$ cat src/rtl/frame_clk_div_pkg.sv
package frame_clk_div_pkg;

  // Number of high cycles of the plain shape for a period of the given length.
  function automatic int half_span(input int period_len);
    return period_len / 2;
  endfunction

endpackage

$ cat src/rtl/frame_clk_div_ctrl.sv
// Period counter with boundary-only loading of the ratio and high-time fields.
module frame_clk_div_ctrl #(
  parameter int DIV_W = 4
) (
  input  logic             clk,
  input  logic             rst,
  input  logic [DIV_W-1:0] ratio_in,
  input  logic [DIV_W-1:0] high_in,
  output logic [DIV_W-1:0] cnt_q,
  output logic [DIV_W-1:0] ratio_q,
  output logic [DIV_W-1:0] high_q,
  output logic [DIV_W-1:0] cnt_d,
  output logic [DIV_W-1:0] ratio_d,
  output logic [DIV_W-1:0] high_d
);

  logic boundary;

  assign boundary = (ratio_q == '0) || (cnt_q == ratio_q);

  always_comb begin
    cnt_d   = cnt_q + 1'b1;
    ratio_d = ratio_q;
    high_d  = high_q;
    if (boundary) begin
      cnt_d   = '0;
      ratio_d = ratio_in;
      high_d  = high_in;
    end
  end

  always_ff @(posedge clk) begin
    if (rst) begin
      cnt_q   <= '0;
      ratio_q <= '0;
      high_q  <= '0;
    end else begin
      cnt_q   <= cnt_d;
      ratio_q <= ratio_d;
      high_q  <= high_d;
    end
  end

endmodule

$ cat src/rtl/frame_clk_div_shape.sv
// Output level for a given period position; the parameter picks the shape.
module frame_clk_div_shape
  import frame_clk_div_pkg::*;
#(
  parameter int DIV_W    = 4,
  parameter bit HAS_DUTY = 1'b1
) (
  input  logic [DIV_W-1:0] cnt,
  input  logic [DIV_W-1:0] ratio,
  input  logic [DIV_W-1:0] high,
  output logic             level
);

  logic running;
  assign running = (ratio != '0);

  generate
    if (HAS_DUTY) begin : g_duty
      assign level = running && (cnt <= high);
    end else begin : g_half
      logic unused_high;
      assign unused_high = ^high;
      assign level = running && (int'(cnt) < half_span(int'(ratio) + 1));
    end
  endgenerate

endmodule

$ cat src/rtl/frame_clk_div.sv
module frame_clk_div #(
  parameter int DIV_W    = 4,
  parameter bit HAS_DUTY = 1'b1
) (
  input  logic             clk,
  input  logic             rst,
  input  logic [DIV_W-1:0] ratio_fld,
  input  logic [DIV_W-1:0] hightime_fld,
  output logic             div_clk,
  output logic             div_en
);

  logic [DIV_W-1:0] cnt_q, ratio_q, high_q;
  logic [DIV_W-1:0] cnt_d, ratio_d, high_d;
  logic             level_d;
  logic             clk_q, en_q;

  frame_clk_div_ctrl #(.DIV_W(DIV_W)) u_ctrl (
    .clk      (clk),
    .rst      (rst),
    .ratio_in (ratio_fld),
    .high_in  (hightime_fld),
    .cnt_q    (cnt_q),
    .ratio_q  (ratio_q),
    .high_q   (high_q),
    .cnt_d    (cnt_d),
    .ratio_d  (ratio_d),
    .high_d   (high_d)
  );

  frame_clk_div_shape #(.DIV_W(DIV_W), .HAS_DUTY(HAS_DUTY)) u_shape (
    .cnt   (cnt_d),
    .ratio (ratio_d),
    .high  (high_d),
    .level (level_d)
  );

  always_ff @(posedge clk) begin
    if (rst) begin
      clk_q <= 1'b0;
      en_q  <= 1'b0;
    end else begin
      clk_q <= level_d;
      en_q  <= (ratio_fld != '0);
    end
  end

  assign div_clk = clk_q;
  assign div_en  = en_q;

endmodule

$ cat config.mk
export PLATFORM = sky130hd
export DESIGN_NAME = frame_clk_div
export DESIGN_NICKNAME = d
export VERILOG_FILES = /design/src/rtl/frame_clk_div_pkg.sv /design/src/rtl/frame_clk_div_ctrl.sv /design/src/rtl/frame_clk_div_shape.sv /design/src/rtl/frame_clk_div.sv
export SDC_FILE = /design/constraint.sdc
export NUM_CORES = 1
export LEC_CHECK = 0
export BUFFER_PORTS_ARGS = -buffer_cell sky130_fd_sc_hd__buf_2
export CAP_MARGIN = 40
export CORE_MARGIN = 4
export CORE_UTILIZATION = 52
export DETAILED_ROUTE_END_ITERATION = 16
export GPL_TIMING_DRIVEN = 0
export PLACE_DENSITY = 0.75
export REMOVE_ABC_BUFFERS = 1
export SYNTH_ARGS = -nofsm -noshare
export SYNTH_HDL_FRONTEND = slang
export SYNTH_SLANG_ARGS = --single-unit
$ cat constraint.sdc
create_clock -name clk -period 2.68 [get_ports clk]
set_input_delay 0.134 -clock clk [delete_from_list [all_inputs] [get_ports clk]]
set_output_delay 0.134 -clock clk [all_outputs]
set_load 0.01 [all_outputs]
==> results of run 1 <==
flip-flops by register name, summed over array words and instances, names as in the netlist:
signal / cells
u_ctrl.cnt_q: 4
u_ctrl.high_q: 4
div_en: 1
u_ctrl.ratio_q: 4
div_clk: 1
per-stage QoR:
step	worst slack [ps]	instance area, µm²
after CTS	433	781
after detailed placement	471	744
after global placement	476	744
after floorplan	641	672
final	453	781
after global routing	230	781
critical path: stages (launching register included):
cell	delay [ps]
dfxtp_1	350
or4_1	520
o41a_1	260
mux2i_1	260
ha_1	290
a21oi_1	150
o21ai_0	90
a211oi_1	210
where the power goes:
group / switching, mW / internal, mW
Sequential: 0.0502 / 0.284
Combinational: 0.309 / 0.273
Clock: 0.0703 / 0.0826
final timing paths:
| kind | end | cells past startpoint | from | slack (ps) |
|---|---|---|---|---|
| setup / recovery | div_clk$_SDFF_PP0_ | 7 | u_ctrl.ratio_q[0]$_SDFF_PP0_ | 450 |
| hold / removal | u_ctrl.high_q[1]$_SDFF_PP0_ | 3 | hightime_fld[1] | 110 |
| hold reg to reg | u_ctrl.ratio_q[3]$_SDFF_PP0_ | 2 | u_ctrl.ratio_q[3]$_SDFF_PP0_ | 500 |
| setup reg to reg | div_clk$_SDFF_PP0_ | 7 | u_ctrl.ratio_q[0]$_SDFF_PP0_ | 450 |
cells in the final DEF, fill, tap and decap left out, drive strengths merged:
| cell type | instances |
|---|---|
| inv | 2 |
| o41a | 1 |
| nor4 | 2 |
| nand2 | 3 |
| buf | 11 |
| a21oi | 6 |
| a211oi | 1 |
| ha | 5 |
| xnor2 | 1 |
| nor3 | 3 |
| nor2 | 8 |
| nand3 | 1 |
| clkbuf | 4 |
| mux2i | 3 |
| dfxtp | 14 |
| o21ai | 5 |
| or2b | 2 |
| xor2 | 5 |
| nor2b | 2 |
| nand4 | 1 |
| or4 | 2 |
| nand2b | 2 |
| mux2 | 1 |
cells by family (layout without fill, tap and decap cells):
| family | count (synthesis) | after routing | synth area share [%] |
|---|---|---|---|
| AOI/OAI and AO/OA | 13 | 13 | 10.6 |
| adders and majority gates | 5 | 5 | 8.98 |
| buffers and inverters | 4 | 17 | 4.67 |
| xor gates and xnor gates | 6 | 6 | 7.54 |
| DFF | 14 | 14 | 40.2 |
| muxes | 4 | 4 | 6.46 |
| and+or+nand+nor | 26 | 26 | 21.5 |
routing by layer:
metal  wire length (µm)  vias up
li1                   -      280
met1                555      241
met2                516       11
met3                 61        2
met4                  8        0
met5                  0        -
area by class of cell:
class	instances	area (µm²)	area share (%)
tap	14	17.5	2.24
multi-input combinational	54	384	49.2
sequential	14	280	35.9
timing repair buffer	11	55.1	7.05
clock buffer	4	36.3	4.65
inverter	2	7.51	0.962
==> results.cfg, run 1 <==
[detailed_routing]
drc_errors = 0
wire_per_inst_um = 11.5
ant_nets = 0
vias = 534
drt_iter0_drc = 3
firstDrtPassIters = 3
viasPerCell = 5.39
routed_wl_mm = 1.14

[job]
drv_cap = 0

[layout]
utilization_pct = 65.8
fin_nets = 101
syn_to_final_growth_pct = 12.0
fillers = 105
final_cells = 99
diodes = 0
drive_above_1_share_pct = 22.4

[synth]
synth_edf_count = 0
synth_top_area_share_pct = 40.2
syn_avg_cell_area_um2 = 9.68
synthTopCellsByCount = dfxtp_1, nor2_1, a21oi_1
ys_types = 26
synth_most_common_cell = dfxtp_1
synth-async-reset-ratio_pct = 0
ys_ff_latch = 14
synth_warnings = 0
synth_area_um2 = 697
seq_area_frac_synth_pct = 40.2
synth_area_leaders = dfxtp_1, ha_1, xor2_1
syn_inst = 72
ys.flop_type = dfxtp_1
yosys.area.top_type = dfxtp_1

[placement]
placedCellCount = 95
place.gp.congestion = 0.738
place_hpwl_um = 895
io_buffers = 11

[global_route]
antenna_found_initial = 0
grt_use_total_pct = 14.8
grt-ovfl-total = 0
grt_pass1_vias = 519
grt_pass1_wl_mm = 2.13
use_met3_pct = 4.88
grt-busiest-layer = met2
gr-usage-met1_pct = 18.9
grt_max_degree = 12
gr-usage-met2_pct = 22.1

[timing]
finalHoldViolations = 0
clock_skew_ps = 2.82
rsz0062_at_grt = no
tightest_slew_ps = 848
tns_ps = 0
min_period_over_period_pct = 83.1
fin_crit_ps = 2230
timing.hold.ws_ps = 113
worst_slew_margin_rel_pct = 43.0
fmax_mhz = 449
slew_violations = 0
finalSetupViolations = 0

[clock_tree]
ctsResizeCount = 0
clk_pin_slew_ps = 80
clock-root-buffer = clkbuf_4
cts_tree = yes
hold_buffers = 0
post_cts_buffers = 0
cts_buffer_depth = 2
numCtsBuffers = 3
clock_insertion_delay_worst_skew_ps = 280
htreeDepth = 1
cts.sinks = 14

[setup_path]
cp-start-kind = flip-flop
cp-end-kind = flip-flop
required_ps = 2880
critPathArrivalTime_ps = 2430
crit_fanout = 9
path_class = reg2reg

[die]
core_area_um2 = 1190
die_y_um = 44.6
rows = 12
start_util_pct = 58.8
pin_count = 12
die_w_um = 44.6
die_area_um2 = 1990

[hold_path]
hold_class = in2reg

[power]
total_power_mw = 1.07
ir_worst_vdd_uv = 681
power_density_nw_per_um2 = 1370
leakage_nw = 0.352

[run_status]
outcome = finished, final reports clean
(Power assumes the default switching activity.)
==> run 2: changes to the inputs <==
- ABC_AREA: default -> 1
- CORE_UTILIZATION: 52 -> 48
- PLACE_DENSITY: 0.75 -> 0.72
- clock period: 2.68 -> 2 ns (I/O delays scaled with it)
==> results.cfg, run 2 <==
[layout]
diodes = 0
drive_above_1_share_pct = 46.5
final_cells = 145
mostFrequentLayoutCell = nand2_1
final_cell_mix = nand2_1, buf_2, buf_4, inv_1, nor2_1
top_regs = u_ctrl.cnt_q x4, u_ctrl.high_q x4, u_ctrl.ratio_q x4
fin_nets = 145
syn_to_final_growth_pct = 28.0
final_design_area_no_fill_um2 = 1000

[global_route]
grt-ovfl-total = 0
grt_use_total_pct = 11.9
grt_pass1_vias = 588
antenna_found_initial = 0
grt_max_degree = 15
grt_pass1_wl_mm = 2.28

[setup_path]
reg2reg_depth = 15
path_class = reg2reg
critPathArrivalTime_ps = 2090
cp-start-kind = flip-flop
crit_fanout = 7
required_ps = 2210
cp-end-kind = flip-flop

[synth]
ys_ff_latch = 14
synth_most_common_cell = nand2_1
synth-async-reset-ratio_pct = 0
synth_mux_area_share_pct = 0
synth_top_family_by_area = simple AND/OR/NAND/NOR gates
synth_xor_xnor_area_share_pct = 2.24
synth_area_um2 = 781
synth_edf_count = 0
syn_inst = 104
synth_warnings = 0
synth_compound_area_share_pct = 9.94
ys_types = 24
yosys.area.top_type = dfxtp_1
synthTopCellsByCount = nand2_1, dfxtp_1, inv_1, nor2_1
synth-simple-area-share_pct = 33.8
synthAdderAreaFrac_pct = 8.01
synth_area_leaders = dfxtp_1, nand2_1, ha_1
ys.flop_type = dfxtp_1
synth_top_area_share_pct = 35.9
syn_avg_cell_area_um2 = 7.51
seq_area_frac_synth_pct = 35.9

[detailed_routing]
wire_per_inst_um = 10.9
vias = 701
viasPerCell = 4.83
drc_errors = 0
firstDrtPassIters = 5
drt_iter0_drc = 4
routed_wl_mm = 1.58
ant_nets = 0

[placement]
io_buffers = 11
dpl_cell_area_um2 = 837
place_hpwl_mm = 1.04
placedCellCount = 129
place.gp.congestion = 0.730

[power]
swShare_pct = 45.0
ir_worst_vdd_uv = 994
p_seq_share_pct = 21.5
leakage_nw = 0.494
p_comb_share_pct = 68.8
pwr-share-clk_pct = 9.7
power_density_nw_per_um2 = 2060
total_power_mw = 2.06
p_switching_mw = 0.929
p_int_mw = 1.13

[clock_tree]
cts_tree = yes
cts_buffer_depth = 2
cts.sinks = 14
htreeDepth = 1
clk_pin_slew_ps = 90
numCtsBuffers = 3
clock_insertion_delay_worst_skew_ps = 270
hold_buffers = 0
clock-root-buffer = clkbuf_4

[timing]
finalSetupViolations = 0
slew_violations = 0
tightest_slew_ps = 272
timing.hold.ws_ps = 73.7
finalHoldViolations = 0
fin_crit_ps = 1870
min_period_over_period_pct = 93.7
clock_skew_ps = 1.42
worst_slew_margin_rel_pct = 81.9
fmax_mhz = 534

[die]
pin_count = 12
die_y_um = 48.3
start_util_pct = 51.2
die_w_um = 48.3
rows = 14
die_area_um2 = 2340
core_area_um2 = 1520

[hold_path]
whs_path_depth = 3
hold_class = in2reg

[job]
drv_cap = 0

[run_status]
outcome = finished, final reports clean
-- run 2: changes by cell type after synthesis, sizes merged, moves of 2 or more --
cell	change
nand2	+27
inv	+14
nor2	+5
xor2	-4
mux2i	-3
or4	-2
nor2b	-2
nand3	+3
or2b	-2
nand2b	-2
-- run 2: worst max-delay path, stage by stage (launching register included) --
cell and delay, ps:
dfxtp_2 360, inv_2 40, nand2_1 50, nand2_1 50, nor2_2 150, nand2_4 120, nand2_8 110, nand2_2 70
o21ai_2 70, ha_1 260, inv_1 70, o21bai_1 60, nand2_1 50, a32oi_1 40, or2_1 200, a21oi_1 100
-- run 2: area by class of cell --
| cell class | count | area (µm²) |
|---|---|---|
| well taps | 16 | 20.0 |
| repair buffers | 22 | 138 |
| flip-flops and latches | 14 | 290 |
| clock buffers | 4 | 36.3 |
| fillers | 143 | 524 |
| inverters | 16 | 60.1 |
| multi-input cells | 73 | 455 |
-- run 2: cell families after synthesis --
group,count (synthesis)
simple gates,53
buf+inv,18
flops,14
compound gates,12
fa+ha+maj,5
xor+xnor,2
-- run 2: what timing repair did --
item / 4_1_cts / 5_1_grt
setup endpoints to repair: 1 / 1
gates resized for setup: 1 / 12
setup buffers: 3 / 8
cloned: 0 / 1
pin swaps: 2 / 7
-- run 2: metal layers --
| metal | vias up | share of wire, % | global-route usage (%) |
|---|---|---|---|
| li1 | 378 | - | - |
| met1 | 311 | 46 | 15.1 |
| met2 | 8 | 51 | 18.7 |
| met3 | 4 | 2.2 | 1.84 |
| met4 | 0 | 1.3 | 6.91 |
| met5 | - | 0 | 0 |
-- run 2: metrics by stage --
step / TNS (ps) / util, % / setup WS, ps
after floorplan: 0 / - / 188
after global placement: 0 / 54.9 / 44.9
after detailed placement: 0 / 54.9 / 2.70
after CTS: 0 / 58.9 / 11.0
after global routing: -36.8 / 65.6 / -36.8
final: 0 / 65.6 / 126
-- run 2: worst paths after layout --
path / start / end / slack (ps)
setup / recovery: u_ctrl.ratio_q[3]$_SDFF_PP0_ / div_clk$_SDFF_PP0_ / 130
hold / removal: ratio_fld[1] / div_en$_SDFF_PP0_ / 70
setup reg to reg: u_ctrl.ratio_q[3]$_SDFF_PP0_ / div_clk$_SDFF_PP0_ / 130
hold reg to reg: u_ctrl.high_q[0]$_SDFF_PP0_ / u_ctrl.high_q[0]$_SDFF_PP0_ / 510
-- run 2: power by group through the flow --
stage	registers [mW]	logic (mW)	clock network (mW)
after floorplan	0.431	0.804	0
after global placement	0.433	0.943	0
after detailed placement	0.437	0.972	0
after CTS	0.429	1.07	0.204
after global routing	0.456	1.58	0.222
final	0.443	1.42	0.201
==> run 3: changes to the inputs <==
- RECOVER_POWER: default -> 100
==> results.cfg, run 3 (synthesized netlist as in run 2, its figures left out) <==
[run_status]
outcome = finished, final reports clean

[power]
leakage_nw = 0.485
ir_worst_vdd_uv = 989
total_power_mw = 2.06
power_density_nw_per_um2 = 2070

[layout]
fin_nets = 145
final_design_area_no_fill_um2 = 996
drive_above_1_share_pct = 44.2
multi_input_area_um2 = 455
final_cell_mix = nand2_1, buf_4, inv_1, nor2_1
diodes = 0
mostFrequentLayoutCell = nand2_1
utilization_pct = 65.4
ff_latch_area_um2 = 290
top_regs = u_ctrl.cnt_q x4, u_ctrl.high_q x4, u_ctrl.ratio_q x4
final_cells = 145
syn_to_final_growth_pct = 27.6
fillers = 144

[die]
die_w_um = 48.3
die_y_um = 48.3
core_area_um2 = 1520
pin_count = 12
rows = 14
start_util_pct = 51.2
die_area_um2 = 2340

[setup_path]
crit_top_cell = nand2_1
cp-start-kind = flip-flop
crit_path_max_incr_delay_ps = 360
critPathArrivalTime_ps = 2090
slowest_stage = dfxtp_2
cp_cell_sequence = inv_2, nand2_1, nand2_1, nor2_2, nand2_4, nand2_8, nand2_2, o21ai_2, ha_1, inv_1, o21bai_1, nand2_1, a32oi_1, or2_1, a21oi_1
r2r_setup_slack_ps = 130
required_ps = 2210
path_class = reg2reg
cp-end-kind = flip-flop
crit_fanout = 7

[detailed_routing]
ant_nets = 0
viasPerCell = 4.86
routed_wl_mm = 1.59
drt_iter0_drc = 4
drc_errors = 0
vias = 704
firstDrtPassIters = 4
wire_per_inst_um = 10.9

[timing]
slew_violations = 0
fin_crit_ps = 1870
tns_ps = 0
worst_slew_margin_rel_pct = 81.9
fmax_mhz = 534
min_period_over_period_pct = 93.7
tightest_slew_ps = 272
finalHoldViolations = 0
finalSetupViolations = 0
clock_skew_ps = 1.42

[global_route]
grt-ovfl-total = 0
grt_pass1_wl_mm = 2.28
grt_use_total_pct = 11.9
antenna_found_initial = 0
grt_pass1_vias = 588
grt_max_degree = 15

[clock_tree]
clock-root-buffer = clkbuf_4
cts_tree = yes
clk_pin_slew_ps = 90
cts.sinks = 14
hold_buffers = 0
htreeDepth = 1
cts_buffer_depth = 2
clock_insertion_delay_worst_skew_ps = 270
numCtsBuffers = 3

[placement]
io_buffers = 11
place.gp.congestion = 0.730
placedCellCount = 129
dpl_cell_area_um2 = 837
place_hpwl_mm = 1.04

[hold_path]
hold_class = in2reg

[job]
drv_cap = 0
[run 3: path summary, 6_finish.rpt]
kind                                                   start                     endpoint  cells after the start
worst max-delay path            u_ctrl.ratio_q[3]$_SDFF_PP0_           div_clk$_SDFF_PP0_                     15
worst max register to register  u_ctrl.ratio_q[3]$_SDFF_PP0_           div_clk$_SDFF_PP0_                     15
worst min register to register   u_ctrl.high_q[0]$_SDFF_PP0_  u_ctrl.high_q[0]$_SDFF_PP0_                      2
worst min-delay path                            ratio_fld[1]            div_en$_SDFF_PP0_                      3
[run 3: power breakdown]
group	internal [mW]	leakage, nW	switching [mW]	total [mW]
combinational	0.637	0.345	0.778	1.42
sequential	0.383	0.119	0.0609	0.444
clock	0.111	0.0210	0.0901	0.201
[run 3: area by class of cell]
cell class,count,area share [%]
inverter,16,6.03
tap,16,2.01
timing repair buffer,22,13.4
multi-input combinational,73,45.7
clock buffer,4,3.64
sequential,14,29.1
[run 3: repair_timing]
action                     CTS  global route
cloned                       0             1
buffers inserted             3             8
setup endpoints to repair    1             1
pin swaps                    2             7
gates resized for setup      1            12
[run 3: per-stage QoR]
| stage | setup slack [ps] | hold slack (ps) |
|---|---|---|
| finish | 126 | 73.7 |
| floorplan | 188 | 167 |
| global route | -36.8 | 72.5 |
| CTS | 11.0 | 76.2 |
| global placement | 44.9 | 351 |
| detailed placement | 2.70 | 365 |
[run 3: worst max-delay path, delay by kind of cell, from the launching register on]
family | cells | cell delay, ps
flip-flops | 1 | 360
AO/OA/AOI/OAI | 4 | 270
buffers and inverters | 2 | 110
adder cells (fa/ha/maj) | 1 | 260
AND/OR/NAND/NOR | 8 | 800
[run 3: layer usage]
metal / vias up / part of all wire [%] / GRT usage, %
met3: 4 / 2.2 / 1.84
met1: 313 / 46 / 15.1
li1: 379 / - / -
met2: 8 / 51 / 18.7
met5: - / 0 / 0
met4: 0 / 1.3 / 6.91
